File: src/rtl/tlut_pkg.sv
package tlut_pkg;
  typedef logic [1:0] trit_t;
  localparam trit_t TRIT_NULL  = 2'b00;
  localparam trit_t TRIT_ZERO  = 2'b01;
  localparam trit_t TRIT_MINUS = 2'b10;
  localparam trit_t TRIT_PLUS  = 2'b11;

  // digit weight of a non-null trit: minus 0, zero 1, plus 2
  function automatic int unsigned trit_digit(trit_t t);
    case (t)
      TRIT_MINUS: return 0;
      TRIT_ZERO:  return 1;
      default:    return 2;
    endcase
  endfunction
endpackage

File: src/rtl/tlut_store.sv
module tlut_store #(
  parameter int unsigned TBL_W = 54
) (
  input  logic             clk_i,
  input  logic             rst_ni,
  input  logic             load_i,
  input  logic [TBL_W-1:0] data_i,
  output logic [TBL_W-1:0] table_o
);
  logic [TBL_W-1:0] tbl_q;

  always_ff @(posedge clk_i or negedge rst_ni) begin
    if (!rst_ni)     tbl_q <= '0;
    else if (load_i) tbl_q <= data_i;
  end

  assign table_o = tbl_q;
endmodule

File: src/rtl/tlut_index.sv
module tlut_index
  import tlut_pkg::*;
#(
  parameter int unsigned N_IN  = 3,
  parameter int unsigned IDX_W = 5
) (
  input  logic [2*N_IN-1:0] trits_i,
  output logic [IDX_W-1:0]  idx_o,
  output logic              any_null_o
);
  trit_t slot [N_IN];
  logic [N_IN-1:0] is_null;

  for (genvar g = 0; g < N_IN; g++) begin : g_split
    assign slot[g]    = trits_i[2*g +: 2];
    assign is_null[g] = (trits_i[2*g +: 2] == TRIT_NULL);
  end

  always_comb begin
    int unsigned acc;
    acc = 0;
    // most significant trit first
    for (int i = N_IN - 1; i >= 0; i--) begin
      acc = acc * 3 + trit_digit(slot[i]);
    end
    idx_o = IDX_W'(acc);
  end

  assign any_null_o = |is_null;
endmodule

File: src/rtl/tlut_select.sv
module tlut_select
  import tlut_pkg::*;
#(
  parameter int unsigned ENTRIES = 27,
  parameter int unsigned IDX_W   = 5
) (
  input  logic [2*ENTRIES-1:0] table_i,
  input  logic [IDX_W-1:0]     idx_i,
  input  logic                 any_null_i,
  output trit_t                trit_o
);
  trit_t ent [ENTRIES];

  for (genvar g = 0; g < ENTRIES; g++) begin : g_ent
    assign ent[g] = table_i[2*g +: 2];
  end

  trit_t picked;
  always_comb begin
    picked = TRIT_NULL;
    for (int k = 0; k < ENTRIES; k++) begin
      if (idx_i == IDX_W'(k)) picked = ent[k];
    end
  end

  assign trit_o = any_null_i ? TRIT_NULL : picked;
endmodule

File: src/rtl/ternary_lut.sv
module ternary_lut
  import tlut_pkg::*;
#(
  parameter int unsigned N_IN    = 3,
  parameter bit          REG_OUT = 1'b0,
  localparam int unsigned ENTRIES = 3 ** N_IN,
  localparam int unsigned TBL_W   = 2 * ENTRIES,
  localparam int unsigned IDX_W   = $clog2(ENTRIES)
) (
  input  logic              clk_i,
  input  logic              rst_ni,
  input  logic              cfg_load_i,
  input  logic [TBL_W-1:0]  cfg_table_i,
  input  logic [2*N_IN-1:0] trit_in_i,
  output logic [1:0]        trit_out_o
);
  logic [TBL_W-1:0] tbl;
  logic [IDX_W-1:0] idx;
  logic             any_null;
  trit_t            lut_out;

  tlut_store #(.TBL_W(TBL_W)) u_store (
    .clk_i   (clk_i),
    .rst_ni  (rst_ni),
    .load_i  (cfg_load_i),
    .data_i  (cfg_table_i),
    .table_o (tbl)
  );

  tlut_index #(.N_IN(N_IN), .IDX_W(IDX_W)) u_index (
    .trits_i    (trit_in_i),
    .idx_o      (idx),
    .any_null_o (any_null)
  );

  tlut_select #(.ENTRIES(ENTRIES), .IDX_W(IDX_W)) u_select (
    .table_i    (tbl),
    .idx_i      (idx),
    .any_null_i (any_null),
    .trit_o     (lut_out)
  );

  if (REG_OUT) begin : g_reg
    trit_t out_q;
    always_ff @(posedge clk_i or negedge rst_ni) begin
      if (!rst_ni) out_q <= TRIT_NULL;
      else         out_q <= lut_out;
    end
    assign trit_out_o = out_q;
  end else begin : g_comb
    assign trit_out_o = lut_out;
  end
endmodule

File: config.mk
export PLATFORM = sky130hd
export DESIGN_NAME = ternary_lut
export DESIGN_NICKNAME = d
export VERILOG_FILES = /design/src/rtl/tlut_pkg.sv /design/src/rtl/tlut_store.sv /design/src/rtl/tlut_index.sv /design/src/rtl/tlut_select.sv /design/src/rtl/ternary_lut.sv
export SDC_FILE = /design/constraint.sdc
export NUM_CORES = 1
export LEC_CHECK = 0
export ABC_AREA = 1
export CORE_AREA = 2 2 86 88
export CTS_BUF_LIST = sky130_fd_sc_hd__clkbuf_16
export DETAILED_ROUTE_END_ITERATION = 6
export DIE_AREA = 0 0 88 90
export GPL_TIMING_DRIVEN = 0
export PLACE_DENSITY = 0.85
export SYNTH_ARGS = -nofsm -noshare
export SYNTH_HDL_FRONTEND = slang
export SYNTH_SLANG_ARGS = --single-unit
File: constraint.sdc
create_clock -name clk_i -period 6.5 [get_ports clk_i]
set_input_delay 1.3 -clock clk_i [delete_from_list [all_inputs] [get_ports clk_i]]
set_output_delay 1.3 -clock clk_i [all_outputs]
set_load 0.02 [all_outputs]
==> results.toml, run 1 <==
[outcome]
status = "finished, violations left"
violations = "setup timing"

[drt]
routedWlPerCell_um = 14.1
top_layer = "met4"
met2_length_um = 4120
finalWirelength_um = 8040
ant_nets = 0
num_vias = 2842
wl_met3_um = 360
drt_iter0_drc = 192
routed_via_density = 4.99
drt_pre_antenna_iters = 4
drcViolationCount = 0
wl_met1_um = 3500

[logic_synthesis]
synth_area_leaders = "dfrtp_1, mux2_2, nand2_1"
ys_ff_latch = 54
yosysTopAreaCellShare = 0.421
yosys_warnings = 0
ys_seq_area_frac = 0.421
syn-cell-area_mm2 = 0.00321
synth_top_area_cell = "dfrtp_1"
syn_avg_cell_area_um2 = 8.20
synth_nets = 471
syn_inst = 391
synthDistinctLibCells = 24

[clock_tree]
cts.sinks = 54
cts_tree = "built"
ctsLongestPathBuffers = 2
clk_pin_slew_ns = 0.07
postCtsHoldBufs = 0
htree_num_levels = 2
cts_root_buf = "clkbuf_16"
cts_made_buffers = 5
clock_latency_ns = 0.29

[placed_design]
place.gp.congestion = 0.925
dpl.hpwl_um = 6080
portBuffers = 63
dpl-instance-area_mm2 = 0.00398

[global_routing]
antenna_found_initial = 0
overflow = 0
grt_pass1_wl_um = 13000
grt.total_usage = 0.207
grt_pass1_vias = 2801
grt_max_degree = 29

[finish]
area_growth_pct = 38.5
n_antenna_cell = 0
fillerInstances = 579
final_nets = 550
final_core_util = 0.633
largest_reg_flops = 54
drive_above_1_share = 0.231
final_cell_mix = "nand2_1, inv_1, clkdlybuf4s50_1"
design_area_mm2 = 0.00444
mostFrequentLayoutCell = "nand2_1"

[setup_path]
reg2reg_from = "u_store.table_o[28]"
cp-end-kind = "output port"
critical_path_buf_inv_count = 7
cpMostUsedCell = "nand2_1"
path_class = "primary input to output port"
crit_family = "adder cells"
crit_path_max_incr_delay_ns = 0.56
cpMaxStageDelayCell = "fa_2"
crit_arrival_ns = 5.39
worstPathRequired_ns = 5.20
cp-startpoint = "trit_in_i[3]"
worstSetupStartpointType = "primary input"
worstPathMaxFanout = 4

[timing]
min_period_ns = 6.69
maxSlewViolCount = 0
setup_violations = 2
tightest_slew_ns = 0.624
fin_crit_sh = 1.03
max_clock_freq_mhz = 149
finalHoldViolCount = 0
skew_ns = 0
rsz0062_at_grt = "yes"
setup_ws_ns = -0.190
slew_headroom = 0.584

[min_path]
hold_class = "register to register"
holdCritStartpoint = "u_store.table_o[53]"

[power_and_ir_drop]
p_seq_frac = 0.304
p_switching_mw = 0.472
power_switching_share = 0.374
powerDensity_mw_per_mm2 = 284
p_int_mw = 0.789
total_leakage_power_nw = 2.05
ir_drop_uv = 149
combPwrFrac = 0.455
clkPwrFrac = 0.241

[floorplanning]
num_rows = 31
fp.dieH_um = 90
die_x_um = 88
initial_core_util = 0.457
fp.coreArea_mm2 = 0.00702
ios = 65
dieArea_mm2 = 0.00792

[run]
maxCapViolCount = 0
Yosys cell counts:
cell,instances
nor3_1,3
a21oi_1,1
o21bai_1,2
buf_6,1
clkbuf_8,1
fa_1,3
mux2_2,33
ha_1,14
nand3_1,29
nor2_2,3
clkbuf_1,9
nor2_1,25
xnor2_1,2
or2_1,2
inv_1,69
or2_2,1
nand4_1,6
inv_2,4
dfrtp_1,54
o21ai_0,31
nand2_4,2
nand2_2,3
nand2_1,91
o22ai_1,2
metal layers:
metal / vias up / track usage
met5: - / 0
met4: 0 / 0.0359
met3: 9 / 0.0349
met2: 75 / 0.360
met1: 1376 / 0.272
li1: 1382 / -
through the flow:
stage                     worst slack [ns]  hold WS [ns]  std cells  setup TNS [ns]  total power, mW
after detailed placement             -1.51         0.492        554           -2.94            0.841
final                               -0.190         0.505        570          -0.360             1.26
after floorplan                      0.141         0.475        391               0            0.692
after global placement               -1.42         0.487        553           -2.77            0.829
after CTS                           -0.161         0.509        569          -0.274             1.21
after global routing                -0.432         0.536        570          -0.860             1.34
power by group through the flow:
stage                     Clock, mW  Sequential, mW  Combinational [mW]
after floorplan                   0           0.384               0.308
after global placement            0           0.388               0.441
after detailed placement          0           0.390               0.451
after CTS                     0.310           0.383               0.518
after global routing          0.324           0.387               0.630
final                         0.304           0.384               0.574
final cells by class:
type	count	area, um^2	share of cell area
multi-input combinational	253	1740	0.391
sequential	54	1350	0.304
timing repair buffer	72	717	0.161
inverter	73	284	0.0639
clock buffer	5	125	0.0282
tap	99	124	0.0279
buffer	11	58.8	0.0132
clock inverter	3	43.8	0.00986
timing repair:
item	in CTS	in global routing
buffers inserted	7	1
cloned	0	0
setup endpoints to repair	2	2
pin swaps	27	25
resized for setup	69	19
logic make-up after synthesis:
logic type,synth area share
AND/OR/NAND/NOR,0.222
buffers and inverters,0.104
flip-flops,0.421
AO/OA/AOI/OAI,0.0585
multiplexers,0.116
adder cells (fa/ha/maj),0.0733
XOR/XNOR,0.00546
worst paths after layout:
| path | endpoint | slack (ns) | cells past startpoint |
|---|---|---|---|
| worst max-delay path | trit_out_o[1] | -0.19 | 34 |
| worst min-delay path | u_store.table_o[53] | 0.50 | 1 |
| worst max register to register | u_store.table_o[28] | 5.71 | 1 |
| worst min register to register | u_store.table_o[53] | 0.50 | 1 |
| max in group asynchronous | u_store.table_o[21] | 4.91 | 2 |
| min in group asynchronous | u_store.table_o[31] | 1.02 | 1 |
Note: power is estimated with default switching activity, not from simulation.
==> run 2, diff against run 1 <==
Settings changed: MAX_ROUTING_LAYER set to met4.
==> run 2 against run 1 <==
  * The run still ends with setup timing left
  * Die area unchanged
  * Utilization decreased by 0.89 points
  * Count of clock-buffer cells in the layout stayed put
  * Highest routed layer unchanged
  * Critical path depth unchanged
  * Worst hold slack about the same
  * Critical path type unchanged
  * First-iteration DRC count shrank 21%
==> results.toml, run 2 (synthesis results as in run 1) <==
[timing]
skew_ns = 0
setup_ws_ns = -0.183
min_period_ns = 6.68
rsz0062_at_grt = "yes"
max_clock_freq_mhz = 150
tightest_slew_ns = 0.582
setup_violations = 2
slew_headroom = 0.612
maxSlewViolCount = 0
finalHoldViolCount = 0
fin_crit_sh = 1.03

[drt]
drt_pre_antenna_iters = 4
routedWlPerCell_um = 13.4
drt_iter0_drc = 151
drcViolationCount = 0
routed_via_density = 4.87
finalWirelength_um = 7630
num_vias = 2779
ant_nets = 0

[clock_tree]
cts_root_buf = "clkbuf_16"
cts_tree = "built"
postCtsHoldBufs = 0
ctsLongestPathBuffers = 2
htree_num_levels = 2
clk_pin_slew_ns = 0.07
clock_latency_ns = 0.29
cts.sinks = 54
cts_made_buffers = 5

[setup_path]
r2r_end = "u_store.table_o[5]"
crit_path_max_incr_delay_ns = 0.56
worstPathRequired_ns = 5.20
cp-startpoint = "trit_in_i[5]"
reg2reg_depth = 1
crit_arrival_ns = 5.38
worstSetupStartpointType = "primary input"
path_class = "primary input to output port"
cpMostUsedCell = "nand2_1"
cpMaxStageDelayCell = "fa_2"
reg2reg_from = "u_store.table_o[5]"
regToRegSetupSlack_ns = 5.73
worstPathMaxFanout = 4
cp-end-kind = "output port"

[power_and_ir_drop]
total_leakage_power_nw = 2.03
ir_drop_uv = 137
powerDensity_mw_per_mm2 = 275

[finish]
drive_above_1_share = 0.216
mostFrequentLayoutCell = "nand2_1"
n_antenna_cell = 0
fin_cells = 571
final_nets = 551
fillerInstances = 603
largest_reg_flops = 54
final_cell_mix = "nand2_1, inv_1, clkdlybuf4s50_1"
area_growth_pct = 36.5

[floorplanning]
ios = 65
dieArea_mm2 = 0.00792
initial_core_util = 0.457
fp.coreArea_mm2 = 0.00702
die_x_um = 88
num_rows = 31
fp.dieH_um = 90

[min_path]
holdCritStartpoint = "u_store.table_o[53]"
whs_path_depth = 1
hold_class = "register to register"
hold_end = "u_store.table_o[53]"

[global_routing]
grt_pass1_vias = 2798
grt_pass1_wl_um = 12600
grt.total_usage = 0.205
antenna_found_initial = 0
grt_max_degree = 31
overflow = 0

[placed_design]
dp_worst_setup_slack_ns = -1.47
portBuffers = 63
place_inst = 554
place.gp.congestion = 0.923
dpl.hpwl_um = 5880

[run]
maxCapViolCount = 0

[outcome]
violations = "setup timing"
status = "finished, violations left"
==> run 2: power breakdown <==
group	switching (mW)	total, mW	internal, mW
logic	0.312	0.524	0.212
clock network	0.116	0.296	0.180
registers	0.0155	0.384	0.368
total	0.443	1.20	0.761
==> run 2: per-stage QoR <==
stage               setup TNS, ns  power [mW]  hold slack (ns)  cell area [um^2]  utilization
detailed placement          -2.86       0.838            0.492              3980        0.567
finish                     -0.311        1.20            0.504              4380        0.624
floorplan                       0       0.692            0.475              3210            -
global placement            -2.75       0.830            0.487              3960        0.564
CTS                        -0.278        1.19            0.508              4330        0.617
global route               -0.738        1.28            0.531              4380        0.624
==> run 2: worst max-delay path by stage <==
stage	endpoint	slack, ns	cells after the start
global placement	trit_out_o[1]	-1.42	34
detailed placement	trit_out_o[1]	-1.47	34
CTS	trit_out_o[0]	-0.15	32
floorplan	trit_out_o[1]	0.14	32
global route	trit_out_o[1]	-0.41	37
finish	trit_out_o[1]	-0.18	34
==> run 2: per-layer routing <==
| layer | vias to the layer above | global-route usage | part of all wire |
|---|---|---|---|
| li1 | 1387 | - | - |
| met1 | 1310 | 0.268 | 0.44 |
| met2 | 69 | 0.327 | 0.49 |
| met3 | 13 | 0.0386 | 0.048 |
| met4 | 0 | 0.0551 | 0.014 |
| met5 | - | - | 0 |
==> run 2: final cells by class <==
type	instances	area [um^2]	share of cell area
multi-input combinational	253	1690	0.385
timing repair buffer	73	714	0.163
clock inverter	3	41.3	0.00943
buffer	11	58.8	0.0134
inverter	73	279	0.0637
clock buffer	5	125	0.0286
sequential	54	1350	0.308
tap	99	124	0.0283
==> run 2: repair_timing <==
| action | in CTS | in global routing |
|---|---|---|
| resized for setup | 62 | 9 |
| pin swaps | 23 | 8 |
| setup buffers | 7 | 2 |
| endpoints found under the setup margin | 2 | 2 |
==> run 2: critical path, delay by kind of cell <==
kind | cells | cell delay, ns
AO/OA/AOI/OAI | 1 | 0.16
adder cells (fa/ha/maj) | 6 | 2.00
buffers and inverters | 7 | 0.46
AND/OR/NAND/NOR | 20 | 1.47
==> run 3, diff against run 2 <==
Settings changed: CAP_MARGIN set to 5, PLACE_DENSITY 0.85 to not set, PLACE_DENSITY_LB_ADDON set to 0.15.
==> run 3 against run 2 <==
  * The run still ends with setup timing left
  * Die area unchanged
  * Count of clock-buffer cells in the layout unchanged
  * Wire length down 3.2%
  * Clock skew unchanged
  * Sequential share of layout area down 0.11 points
  * Worst hold slack better by 0.0031 ns
  * Critical endpoint unchanged
  * Largest power group unchanged
==> results.toml, run 3 (synthesis results as in run 1) <==
[drt]
routed_via_density = 4.75
finalWirelength_um = 7390
drt_pre_antenna_iters = 4
num_vias = 2729
drt_iter0_drc = 125
routedWlPerCell_um = 12.9
ant_nets = 0
drcViolationCount = 0

[setup_path]
cpMaxStageDelayCell = "fa_2"
reg2reg_depth = 1
cpMostUsedCell = "nand2_1"
worstSetupStartpointType = "primary input"
path_class = "primary input to output port"
r2r_end = "u_store.table_o[28]"
reg2reg_from = "u_store.table_o[28]"
crit_path_max_incr_delay_ns = 0.56
regToRegSetupSlack_ns = 5.73
worstPathMaxFanout = 4
cp-end-kind = "output port"
worstPathRequired_ns = 5.20
crit_arrival_ns = 5.33

[floorplanning]
fp.coreArea_mm2 = 0.00702
num_rows = 31
die_x_um = 88
dieArea_mm2 = 0.00792
ios = 65
fp.dieH_um = 90
initial_core_util = 0.457

[min_path]
hold_class = "register to register"
holdCritStartpoint = "u_store.table_o[8]"
whs_path_depth = 1
hold_end = "u_store.table_o[8]"

[finish]
fin_cells = 574
area_growth_pct = 37.0
mostFrequentLayoutCell = "nand2_1"
fillerInstances = 628
final_nets = 554
area.sequential_mm2 = 0.00135
n_antenna_cell = 0
largest_reg_flops = 54
final_cell_mix = "nand2_1, inv_1, clkdlybuf4s50_1"
multi_input_area_mm2 = 0.00169
drive_above_1_share = 0.219

[power_and_ir_drop]
p_int_mw = 0.731
p_total_mw = 1.17
powerDensity_mw_per_mm2 = 267
power_switching_share = 0.377
ir_drop_uv = 162
clkPwrFrac = 0.221
combPwrFrac = 0.453
p_seq_frac = 0.326
p_switching_mw = 0.442
total_leakage_power_nw = 2.04

[outcome]
status = "finished, violations left"
violations = "setup timing"

[timing]
rsz0062_at_grt = "yes"
fin_crit_sh = 1.02
slew_headroom = 0.627
setup_ws_ns = -0.133
max_clock_freq_mhz = 151
setup_violations = 2
min_period_ns = 6.63
maxSlewViolCount = 0
skew_ns = 0
finalHoldViolCount = 0
tightest_slew_ns = 0.560
whs_ns = 0.508

[clock_tree]
clk_pin_slew_ns = 0.07
cts_made_buffers = 5
cts_tree = "built"
postCtsHoldBufs = 0
cts.sinks = 54
htree_num_levels = 2
ctsLongestPathBuffers = 2
clock_latency_ns = 0.29
cts_root_buf = "clkbuf_16"

[global_routing]
grt_pass1_wl_um = 12400
grt_max_degree = 35
grt_pass1_vias = 2630
grt.total_usage = 0.204
antenna_found_initial = 0
overflow = 0

[run]
maxCapViolCount = 0

[placed_design]
portBuffers = 63
dpl.hpwl_um = 5730
place_inst = 554
place.gp.congestion = 0.862
run 3: cell count changes in the layout (fill, tap and decap cells not counted), moves of 2 or more:
cell   previous run  this run
buf_6             6         4
inv_6             0         2
buf_4             9        13
buf_8             0         2
run 3: repair_timing:
action | CTS | global route
pin swaps | 25 | 26
buffers inserted | 9 | 3
resized for setup | 67 | 9
endpoints found under the setup margin | 2 | 2
run 3: routing by layer:
layer,track usage,up-vias,share of wire,routed length (um)
met5,-,-,0,0
met4,0.0346,0,0.0085,63
met3,0.0312,7,0.030,223
met2,0.320,43,0.48,3560
met1,0.285,1287,0.48,3540
li1,-,1392,-,-
run 3: critical path: cells and delay by family:
family | cells | cell delay [ns]
adder cells (fa/ha/maj) | 6 | 2.01
buffers and inverters | 7 | 0.49
AO/OA/AOI/OAI | 1 | 0.15
AND/OR/NAND/NOR | 20 | 1.38
run 3: per-stage QoR:
stage / setup WS [ns] / cell area, um^2 / TNS (ns) / utilization
2_1_floorplan: 0.141 / 3210 / 0 / -
3_3_place_gp: -1.45 / 3960 / -2.81 / 0.564
3_5_place_dp: -1.47 / 3980 / -2.89 / 0.567
4_1_cts: -0.164 / 4340 / -0.316 / 0.618
5_1_grt: -0.440 / 4400 / -0.836 / 0.626
6_report: -0.133 / 4400 / -0.180 / 0.626
run 3: power by group through the flow:
stage               clock (mW)  combinational [mW]  sequential, mW
floorplan                    0               0.308           0.384
finish                   0.259               0.532           0.383
global route             0.282               0.599           0.386
global placement             0               0.449           0.388
detailed placement           0               0.454           0.389
CTS                      0.267               0.515           0.383
run 3: worst max-delay path by stage:
| stage | start | endpoint | depth (start not counted) |
|---|---|---|---|
| final | trit_in_i[5] | trit_out_o[1] | 34 |
| after global routing | trit_in_i[5] | trit_out_o[0] | 32 |
| after CTS | trit_in_i[3] | trit_out_o[0] | 32 |
| after detailed placement | trit_in_i[5] | trit_out_o[1] | 34 |
| after global placement | trit_in_i[5] | trit_out_o[1] | 34 |
| after floorplan | trit_in_i[5] | trit_out_o[1] | 32 |
run 3: cell type report:
class / count / share of cell area
tap: 99 / 0.0282
timing repair buffer: 76 / 0.170
clock buffer: 5 / 0.0285
inverter: 73 / 0.0640
multi-input combinational: 253 / 0.385
sequential: 54 / 0.307
clock inverter: 3 / 0.00370
buffer: 11 / 0.0134
